**config.mk**
```make
export PLATFORM = sky130hd
export DESIGN_NAME = rowprog_seq
export DESIGN_NICKNAME = d
export VERILOG_FILES = /design/src/rtl/rowprog_pkg.sv /design/src/rtl/rowprog_shifter.sv /design/src/rtl/rowprog_packer.sv /design/src/rtl/rowprog_seq.sv
export SDC_FILE = /design/constraint.sdc
export NUM_CORES = 1
export LEC_CHECK = 0
export BUFFER_PORTS_ARGS = -buffer_cell sky130_fd_sc_hd__buf_4
export CAP_MARGIN = 20
export CELL_PAD_IN_SITES_DETAIL_PLACEMENT = 1
export CELL_PAD_IN_SITES_GLOBAL_PLACEMENT = 2
export CORE_AREA = 2 2 161 163
export DETAILED_ROUTE_END_ITERATION = 16
export DIE_AREA = 0 0 163 165
export HOLD_SLACK_MARGIN = 0.06
export PLACE_DENSITY_LB_ADDON = 0.1
export SLEW_MARGIN = 0
export SYNTH_ARGS = -nofsm -noshare
export SYNTH_HDL_FRONTEND = slang
export SYNTH_SLANG_ARGS = --single-unit
```
**constraint.sdc**
```tcl
create_clock -name clk -period 3.9 [get_ports clk]
set_input_delay 0.585 -clock clk [delete_from_list [all_inputs] [get_ports clk]]
set_output_delay 0.585 -clock clk [all_outputs]
set_load 0.01 [all_outputs]
```
**src/rtl/rowprog_pkg.sv**
```systemverilog
package rowprog_pkg;
  localparam int CMD_W   = 4;
  localparam int PAY_W   = 24;
  localparam int FRAME_W = CMD_W + PAY_W;

  typedef logic [PAY_W-1:0] payload_t;

  typedef enum logic [2:0] {
    ST_IDLE, ST_PRO, ST_ADDR, ST_GATHER, ST_GRP, ST_COMMIT, ST_PCRST
  } seq_state_t;

  localparam payload_t PL_NOP    = 24'h000000;
  localparam payload_t PL_GOTO   = 24'h040200;
  localparam payload_t PL_MODE   = 24'h24001A;
  localparam payload_t PL_MODEMV = 24'h883B0A;
  localparam payload_t PL_PAGEMV = 24'h880190;
  localparam payload_t PL_PTRCLR = 24'hEB0300;
  localparam payload_t PL_COMMIT = 24'hA8E761;

  function automatic payload_t mov_imm(input logic [15:0] lit, input logic [3:0] rnum);
    return {4'h2, lit, rnum};
  endfunction

  function automatic logic [15:0] pack_reg(input logic [3:0][23:0] w, input int k);
    case (k)
      0:       return w[0][15:0];
      1:       return {w[1][23:16], w[0][23:16]};
      2:       return w[1][15:0];
      3:       return w[2][15:0];
      4:       return {w[3][23:16], w[2][23:16]};
      default: return w[3][15:0];
    endcase
  endfunction

  function automatic payload_t tblwt_rom(input logic [2:0] i);
    case (i)
      3'd0, 3'd4: return 24'hBB0B36 | (i[2] ? 24'h000080 : 24'h0);
      3'd1, 3'd5: return 24'hBBDBB6;
      3'd2, 3'd6: return 24'hBBEBB6;
      default:    return 24'hBB1BB6;
    endcase
  endfunction
endpackage

```
**src/rtl/rowprog_shifter.sv**
```systemverilog
module rowprog_shifter
  import rowprog_pkg::*;
#(
  parameter int CLK_DIV = 4
) (
  input  logic     clk,
  input  logic     rst_n,
  input  logic     load,
  input  payload_t payload,
  output logic     busy,
  output logic     frame_done,
  output logic     sclk,
  output logic     sdat
);
  localparam int DIV_W = (CLK_DIV > 1) ? $clog2(CLK_DIV) : 1;
  localparam int BIT_W = $clog2(FRAME_W);
  localparam logic [DIV_W-1:0] DIV_LAST = DIV_W'(CLK_DIV - 1);
  localparam logic [BIT_W-1:0] BIT_LAST = BIT_W'(FRAME_W - 1);

  logic [FRAME_W-1:0] sh_q, sh_d;
  logic [BIT_W-1:0]   bit_q, bit_d;
  logic [DIV_W-1:0]   div_q, div_d;
  logic               ph_q, ph_d, busy_q, busy_d, tick;

  always_comb begin
    sh_d = sh_q; bit_d = bit_q; div_d = div_q; ph_d = ph_q; busy_d = busy_q;
    frame_done = 1'b0;
    tick = busy_q && (div_q == DIV_LAST);
    if (load) begin
      sh_d   = {payload, {CMD_W{1'b0}}};
      bit_d  = '0;
      div_d  = '0;
      ph_d   = 1'b0;
      busy_d = 1'b1;
    end else if (busy_q) begin
      if (tick) begin
        div_d = '0;
        if (!ph_q) begin
          ph_d = 1'b1;
        end else begin
          ph_d = 1'b0;
          if (bit_q == BIT_LAST) begin
            busy_d     = 1'b0;
            frame_done = 1'b1;
          end else begin
            sh_d  = sh_q >> 1;
            bit_d = bit_q + 1'b1;
          end
        end
      end else begin
        div_d = div_q + 1'b1;
      end
    end
  end

  always_ff @(posedge clk or negedge rst_n) begin
    if (!rst_n) begin
      sh_q <= '0; bit_q <= '0; div_q <= '0; ph_q <= 1'b0; busy_q <= 1'b0;
    end else begin
      sh_q <= sh_d; bit_q <= bit_d; div_q <= div_d; ph_q <= ph_d; busy_q <= busy_d;
    end
  end

  assign busy = busy_q;
  assign sclk = ph_q;
  assign sdat = busy_q & sh_q[0];

  assert_hold_high_R2: assert property (@(posedge clk) disable iff (!rst_n)
    (sclk && $past(sclk)) |-> $stable(sdat));
  assert_load_idle_R1: assert property (@(posedge clk) disable iff (!rst_n)
    load |-> !busy_q);
endmodule

```
**src/rtl/rowprog_packer.sv**
```systemverilog
module rowprog_packer
  import rowprog_pkg::*;
(
  input  logic             clk,
  input  logic             rst_n,
  input  logic             collect,
  input  logic             clear,
  input  logic             in_valid,
  input  logic [23:0]      in_data,
  output logic             in_ready,
  output logic             full,
  output logic [5:0][15:0] regs
);
  localparam int SLOTS = 4;

  logic [2:0]       cnt_q, cnt_d;
  logic [3:0][23:0] words_q;
  logic             accept;

  assign full     = (cnt_q == 3'(SLOTS));
  assign in_ready = collect && !full;
  assign accept   = in_valid && in_ready;

  always_comb begin
    cnt_d = cnt_q;
    if (clear)       cnt_d = '0;
    else if (accept) cnt_d = cnt_q + 1'b1;
  end

  always_ff @(posedge clk or negedge rst_n) begin
    if (!rst_n) cnt_q <= '0;
    else        cnt_q <= cnt_d;
  end

  for (genvar s = 0; s < SLOTS; s++) begin : g_slot
    always_ff @(posedge clk or negedge rst_n) begin
      if (!rst_n)                                 words_q[s] <= '0;
      else if (accept && (cnt_q == 3'(s)))        words_q[s] <= in_data;
    end
  end

  for (genvar k = 0; k < 6; k++) begin : g_pack
    assign regs[k] = pack_reg(words_q, k);
  end

  assert_count_bound_R9: assert property (@(posedge clk) disable iff (!rst_n)
    cnt_q <= 3'(SLOTS));
endmodule

```
**src/rtl/rowprog_seq.sv**
```systemverilog
module rowprog_seq
  import rowprog_pkg::*;
#(
  parameter int ROW_WORDS = 64,
  parameter int CLK_DIV   = 4
) (
  input  logic        clk,
  input  logic        rst_n,
  input  logic        start,
  input  logic [23:0] start_addr,
  input  logic        word_valid,
  input  logic [23:0] word_data,
  output logic        word_ready,
  output logic        prog_clk,
  output logic        prog_dat,
  output logic        busy,
  output logic        done
);
  localparam int NGRP  = ROW_WORDS / 4;
  localparam int GRP_W = (NGRP > 1) ? $clog2(NGRP) : 1;
  localparam logic [GRP_W-1:0] GRP_LAST = GRP_W'(NGRP - 1);
  localparam logic [3:0] GRP_STEPS_LAST = 4'd14;
  localparam logic [3:0] FIRST_TBL      = 4'd7;

  seq_state_t       state_q, state_d;
  logic [3:0]       idx_q, idx_d, last_idx;
  logic [GRP_W-1:0] grp_q, grp_d;
  logic [2:0]       tbl_q, tbl_d;
  logic [23:0]      addr_q, addr_d;
  logic             done_q, done_d;
  logic             emitting, sh_load, sh_busy, sh_done, pk_full, pk_clear;
  logic [5:0][15:0] pk_regs;
  payload_t         payload;

  rowprog_packer u_packer (
    .clk(clk), .rst_n(rst_n), .collect(state_q == ST_GATHER), .clear(pk_clear),
    .in_valid(word_valid), .in_data(word_data), .in_ready(word_ready),
    .full(pk_full), .regs(pk_regs)
  );

  rowprog_shifter #(.CLK_DIV(CLK_DIV)) u_shifter (
    .clk(clk), .rst_n(rst_n), .load(sh_load), .payload(payload),
    .busy(sh_busy), .frame_done(sh_done), .sclk(prog_clk), .sdat(prog_dat)
  );

  always_comb begin
    payload  = PL_NOP;
    last_idx = 4'd0;
    case (state_q)
      ST_PRO: begin
        last_idx = 4'd4;
        case (idx_q)
          4'd1:    payload = PL_GOTO;
          4'd3:    payload = PL_MODE;
          4'd4:    payload = PL_MODEMV;
          default: payload = PL_NOP;
        endcase
      end
      ST_ADDR: begin
        last_idx = 4'd2;
        case (idx_q)
          4'd0:    payload = mov_imm({8'h00, addr_q[23:16]}, 4'h0);
          4'd1:    payload = PL_PAGEMV;
          default: payload = mov_imm(addr_q[15:0], 4'h7);
        endcase
      end
      ST_GRP: begin
        last_idx = GRP_STEPS_LAST;
        if (idx_q < 4'd6)           payload = mov_imm(pk_regs[idx_q[2:0]], idx_q);
        else if (idx_q == 4'd6)     payload = PL_PTRCLR;
        else                        payload = tblwt_rom(tbl_q);
      end
      ST_COMMIT: begin
        last_idx = 4'd2;
        payload  = (idx_q == 4'd0) ? PL_COMMIT : PL_NOP;
      end
      ST_PCRST: begin
        last_idx = 4'd1;
        payload  = (idx_q == 4'd0) ? PL_GOTO : PL_NOP;
      end
      default: ;
    endcase
  end

  assign emitting = (state_q == ST_PRO) || (state_q == ST_ADDR) || (state_q == ST_GRP) ||
                    (state_q == ST_COMMIT) || (state_q == ST_PCRST);
  assign sh_load  = emitting && !sh_busy;
  assign pk_clear = (state_q == ST_GRP) && sh_done && (idx_q == GRP_STEPS_LAST);

  always_comb begin
    state_d = state_q; idx_d = idx_q; grp_d = grp_q; tbl_d = tbl_q;
    addr_d  = addr_q;  done_d = 1'b0;
    case (state_q)
      ST_IDLE: if (start) begin
        addr_d = start_addr; state_d = ST_PRO; idx_d = '0; grp_d = '0;
      end
      ST_GATHER: if (pk_full) begin
        state_d = ST_GRP; idx_d = '0; tbl_d = '0;
      end
      default: if (emitting && sh_done) begin
        if (idx_q == last_idx) begin
          idx_d = '0;
          case (state_q)
            ST_PRO:    state_d = ST_ADDR;
            ST_ADDR:   state_d = ST_GATHER;
            ST_GRP: begin
              if (grp_q == GRP_LAST) state_d = ST_COMMIT;
              else begin
                state_d = ST_GATHER; grp_d = grp_q + 1'b1;
              end
            end
            ST_COMMIT: state_d = ST_PCRST;
            default: begin
              state_d = ST_IDLE; done_d = 1'b1;
            end
          endcase
        end else begin
          idx_d = idx_q + 1'b1;
          if ((state_q == ST_GRP) && (idx_q >= FIRST_TBL)) tbl_d = tbl_q + 1'b1;
        end
      end
    endcase
  end

  always_ff @(posedge clk or negedge rst_n) begin
    if (!rst_n) begin
      state_q <= ST_IDLE; idx_q <= '0; grp_q <= '0; tbl_q <= '0;
      addr_q  <= '0;      done_q <= 1'b0;
    end else begin
      state_q <= state_d; idx_q <= idx_d; grp_q <= grp_d; tbl_q <= tbl_d;
      addr_q  <= addr_d;  done_q <= done_d;
    end
  end

  assign busy = (state_q != ST_IDLE);
  assign done = done_q;

  assert_done_single_R10: assert property (@(posedge clk) disable iff (!rst_n)
    done |=> !done);
  assert_start_ignored_R10: assert property (@(posedge clk) disable iff (!rst_n)
    (busy && start) |=> $stable(addr_q));
  assert_quiet_shift_R9: assert property (@(posedge clk) disable iff (!rst_n)
    sh_busy |-> !word_ready);
  assert_tbl_restart_R6: assert property (@(posedge clk) disable iff (!rst_n)
    (state_q == ST_GRP && idx_q == FIRST_TBL) |-> (tbl_q == 3'd0));
endmodule

```
==> run summary <==
For the pin with the worst max-slew slack, the measured transition is roughly 0.85 ns. Ranked by total cell area, the synthesized netlist is headed by sky130_fd_sc_hd__dfrtp_1 (50%), sky130_fd_sc_hd__mux2_2 (16%), sky130_fd_sc_hd__mux4_2 (4.1%). The number of inserted diodes came out at 0. For this block, the via count after detailed routing is 6122. The tree is rooted in a sky130_fd_sc_hd__clkbuf_16.

From synthesis to final layout, the design area changed by 16.49%. Clock tree synthesis found a total of approximately 180 sinks. The total of cells resized after clock tree synthesis came out at 0. The worst clock skew came out at around 0.013 ns. TritonCTS built the clock tree. After synthesis, the largest family of logic cells by area is multiplexers.

The via-per-instance ratio is about 5.4. The highest clock frequency the design can meet came out at approximately 350 MHz. The count of distinct cell types in the synthesized netlist is just over 70. In this run, synthesis produced a sequential element count of roughly 180. The worst pin sits at a relative slew slack of 0.4317. The fraction of layout instances using a drive strength above 1 came out at 0.3333. The die covers 26900 um^2. The most frequently used flop master after synthesis is sky130_fd_sc_hd__dfrtp_1.

The via count of the first global-routing pass was 6588. For the final routed database, the setup TNS stands at 0 ns. The total of hold buffers inserted after clock tree synthesis is 0. The post-synth net total is just over 800. The count of max-cap constraint violations came out at 0. The critical path is of the flip-flop to flip-flop type. The combinational cell fraction of total power is 0.387. For this design the static power due to leakage is between 4 and 5 nW. The number of enable flip-flop cells after synthesis is 0. The total power is approximately 0.008 W. The top-level I/O count is 57. The maximum number of pins on one net before global-route repair came out at 85. Setup repair after global routing left no endpoint under its margin. The die boundary width is 163 um. The pre-antenna-repair detailed-routing pass consisted of 4 iterations. The clock latency reported for the late side of the worst-skew pair came out at 0.44 ns. TritonCTS created 17 clock buffers. Summed over all layers, the global routing overflow is 0. The fraction of synthesized area in multiplexers came out at 0.2264. Synthesis produced a netlist whose cell count is approximately 740. For this block, the initial DRC count from the detailed router was 322. After clock tree synthesis, the clock-pin slew on the worst setup and hold paths is roughly 0.080 ns.

The critical path data required time came out at between 4 and 5 ns. The placed wire-length estimate after detailed placement came out at between 15000 and 20000 um. The final weighted congestion in routability-driven placement is about 0.81. The core outline area is 25040 um^2. The share of total power dissipated in the clock network is 0.225. Along the worst path, the maximum fanout reaches 18. The count of final max-slew check failures is 0. The die height came out at ~170 um.

The net switching power figure came out at between 0.003 and 0.004 W. The worst setup path is launched from a flip-flop. The share of the synthesized area in compound gates (AO/OA/AOI/OAI) came out at 0.1026. The number of cell rows came out at 58. The total of warnings raised by yosys came out at 0. The global-route wire length before repair came out at about 39000 um. The share of total power consumed by net switching came out at 0.3756.

The type of destination of the critical path is a flip-flop. Counting flops with an async set or reset pin after synthesis yields a share of 1.000. The smallest clock period supported by the final layout is computed as about 2.9 ns. The count of endpoints failing setup in the final report is 0. The initial antenna violation count is 0.

For this design the ratio of total power to cell area is 790.2 nW/um^2. The count of final hold-check violations came to 0. The final layout contains routed wiring with a total length of 24380 um.

Once the clock tree was built, the setup fixing pass inserted 0 buffers. The combined global-route utilization of all metal layers is 0.1902. The adder and majority cell fraction of the synthesized area came out at 0.02296. The area share of and/or/nand/nor cells after synthesis came out at 0.1091. A synthesized cell averages roughly 12 um^2. The portion of the clock cycle consumed by the worst path in the final layout is 0.7363. The run finished with clean final reports.

Once detail routing completed, the nets flagged for antenna violations numbered 0. The cell type contributing the most total cell area after synthesis is sky130_fd_sc_hd__dfrtp_1. The min-delay analysis places its worst path in the category primary input to async pin. The count of fill cells added during filler insertion came out at between 2000 and 3000. The proportion of power drawn by flip-flops and latches is 0.389.

The register area share after synthesis is 0.5022. After detailed routing, the number of remaining DRC violations is 0. The internal power summed over all cells is between 0.005 and 0.006 W. The number of H-tree branching levels came out at 4. Dividing the detail-routed wire length by the instance count gives between 20 and 25 um. The largest vdd supply drop came out at ~320 uV. The mapped netlist covers between 8000 and 9000 um^2.

The number of buffers added on ports is between 50 and 60. The post-synthesis xor/xnor area fraction is 0.008036. After the last flow step, the layout net total stands at 859.

Data arrives at the worst endpoint at ~3.2 ns. No sink is reached through more buffers than the 2 on the longest clock path. The top cell type's share of synthesized area is 0.5022. The initial core utilization came out at 0.3483.
power groups by stage:
stage / sequential [W] / combinational, W / clock [W]
floorplan: 0.00289 / 0.00237 / 0
global placement: 0.00310 / 0.00301 / 0
detailed placement: 0.00315 / 0.00311 / 0
CTS: 0.00312 / 0.00312 / 0.00186
global route: 0.00323 / 0.00341 / 0.00193
finish: 0.00312 / 0.00310 / 0.00180
metal layers:
layer / GRT usage / routed length [um] / vias to the layer above
li1: - / - / 2808
met1: 0.2492 / 11240 / 3192
met2: 0.3276 / 12030 / 98
met3: 0.02888 / 722 / 24
met4: 0.05390 / 377 / 0
met5: 0 / 0 / -
logic make-up after synthesis:
family | count (synthesis)
AOI/OAI and AO/OA | 130
xor gates and xnor gates | 8
DFF | 175
and+or+nand+nor | 196
buffers and inverters | 56
adders and majority gates | 16
muxes | 161
worst max-delay path: stages, from the launching register on:
cell,delay (ns)
sky130_fd_sc_hd__dfrtp_1,0.59
sky130_fd_sc_hd__nor2_2,0.35
sky130_fd_sc_hd__and2_1,0.50
sky130_fd_sc_hd__a41oi_2,0.25
sky130_fd_sc_hd__a21oi_2,0.50
sky130_fd_sc_hd__nand2b_1,0.22
sky130_fd_sc_hd__mux2_2,0.35
cell usage in the layout (no fill, tap or decap), types with 17 or more instances in the layout:
cell,synthesis,routed
sky130_fd_sc_hd__buf_4,5,72
sky130_fd_sc_hd__nand2_1,86,86
sky130_fd_sc_hd__dfrtp_1,175,174
sky130_fd_sc_hd__nand3_1,19,19
sky130_fd_sc_hd__mux2_2,126,126
sky130_fd_sc_hd__clkbuf_16,0,17
sky130_fd_sc_hd__mux2i_1,18,18
sky130_fd_sc_hd__a21oi_1,25,25
sky130_fd_sc_hd__o21ai_0,28,28
sky130_fd_sc_hd__nor2_1,33,32
area by class of cell:
type / count / area [um^2] / area share
flip-flops and latches: 175 / 4380 / 0.4313
multi-input cells: 511 / 4093 / 0.4029
repair buffers: 75 / 599.3 / 0.05900
clock buffers: 17 / 425.4 / 0.04188
well taps: 330 / 412.9 / 0.04065
clock inverters: 15 / 205.2 / 0.02020
inverters: 11 / 41.29 / 0.004065
cells in the mapped netlist (3+ instances only):
cell type and number:
sky130_fd_sc_hd__nor2_1 33, sky130_fd_sc_hd__a21o_1 3, sky130_fd_sc_hd__and3_1 7, sky130_fd_sc_hd__nand4_1 4, sky130_fd_sc_hd__o211ai_1 5, sky130_fd_sc_hd__o22a_1 5, sky130_fd_sc_hd__a22oi_1 3, sky130_fd_sc_hd__xor2_1 4
sky130_fd_sc_hd__ha_1 16, sky130_fd_sc_hd__a221oi_1 6, sky130_fd_sc_hd__o22ai_1 6, sky130_fd_sc_hd__nand4b_1 3, sky130_fd_sc_hd__nor3_1 9, sky130_fd_sc_hd__o221ai_1 4, sky130_fd_sc_hd__mux2i_1 18, sky130_fd_sc_hd__xnor2_1 4
sky130_fd_sc_hd__clkbuf_1 26, sky130_fd_sc_hd__buf_2 11, sky130_fd_sc_hd__mux2_2 126, sky130_fd_sc_hd__o21ai_0 28, sky130_fd_sc_hd__and2_1 4, sky130_fd_sc_hd__inv_1 9, sky130_fd_sc_hd__buf_4 5, sky130_fd_sc_hd__dfrtp_1 175
sky130_fd_sc_hd__nor2b_1 8, sky130_fd_sc_hd__nand2_1 86, sky130_fd_sc_hd__a211oi_1 6, sky130_fd_sc_hd__mux4_2 16, sky130_fd_sc_hd__nand3_1 19, sky130_fd_sc_hd__nand2b_1 4, sky130_fd_sc_hd__a31oi_1 16, sky130_fd_sc_hd__a21oi_1 25
flip-flops by register name, indices dropped and copies added (netlist names):
| signal | count |
|---|---|
| idx_q | 4 |
| done | 1 |
| u_packer.cnt_q | 3 |
| state_q | 3 |
| u_shifter.sclk | 1 |
| u_shifter.bit_q | 5 |
| u_shifter.div_q | 2 |
| u_packer.regs | 96 |
| addr_q | 24 |
| grp_q | 4 |
| tbl_q | 3 |
| u_shifter.busy | 1 |
| u_shifter.sh_q | 28 |
final timing paths:
kind	from	endpoint	slack, ns	cells after the start
min	rst_n	grp_q[3]$_DFFE_PN0P_	0.21	1
max	state_q[0]$_DFFE_PN0P_	tbl_q[1]$_DFFE_PN0P_	1.03	6
min in group clk	start_addr[9]	addr_q[9]$_DFFE_PN0P_	0.38	2
min reg2reg	u_shifter.div_q[0]$_DFFE_PN0P_	u_shifter.div_q[0]$_DFFE_PN0P_	0.50	1
max in group asynchronous	rst_n	grp_q[1]$_DFFE_PN0P_	2.74	2
max reg2reg	state_q[0]$_DFFE_PN0P_	tbl_q[1]$_DFFE_PN0P_	1.03	6
metrics by stage:
step	instance area, um^2	setup WS, ns	hold WS (ns)	cells	util
after floorplan	8720	1.825	0.2894	742	-
after global placement	9499	1.152	0.4662	1101	0.3794
after detailed placement	9499	1.046	0.4802	1101	0.3794
after CTS	10130	1.029	0.2479	1133	0.4046
after global routing	10160	0.8047	0.2740	1134	0.4057
final	10160	1.028	0.2111	1134	0.4057
Note: power is estimated with default switching activity, not from simulation.
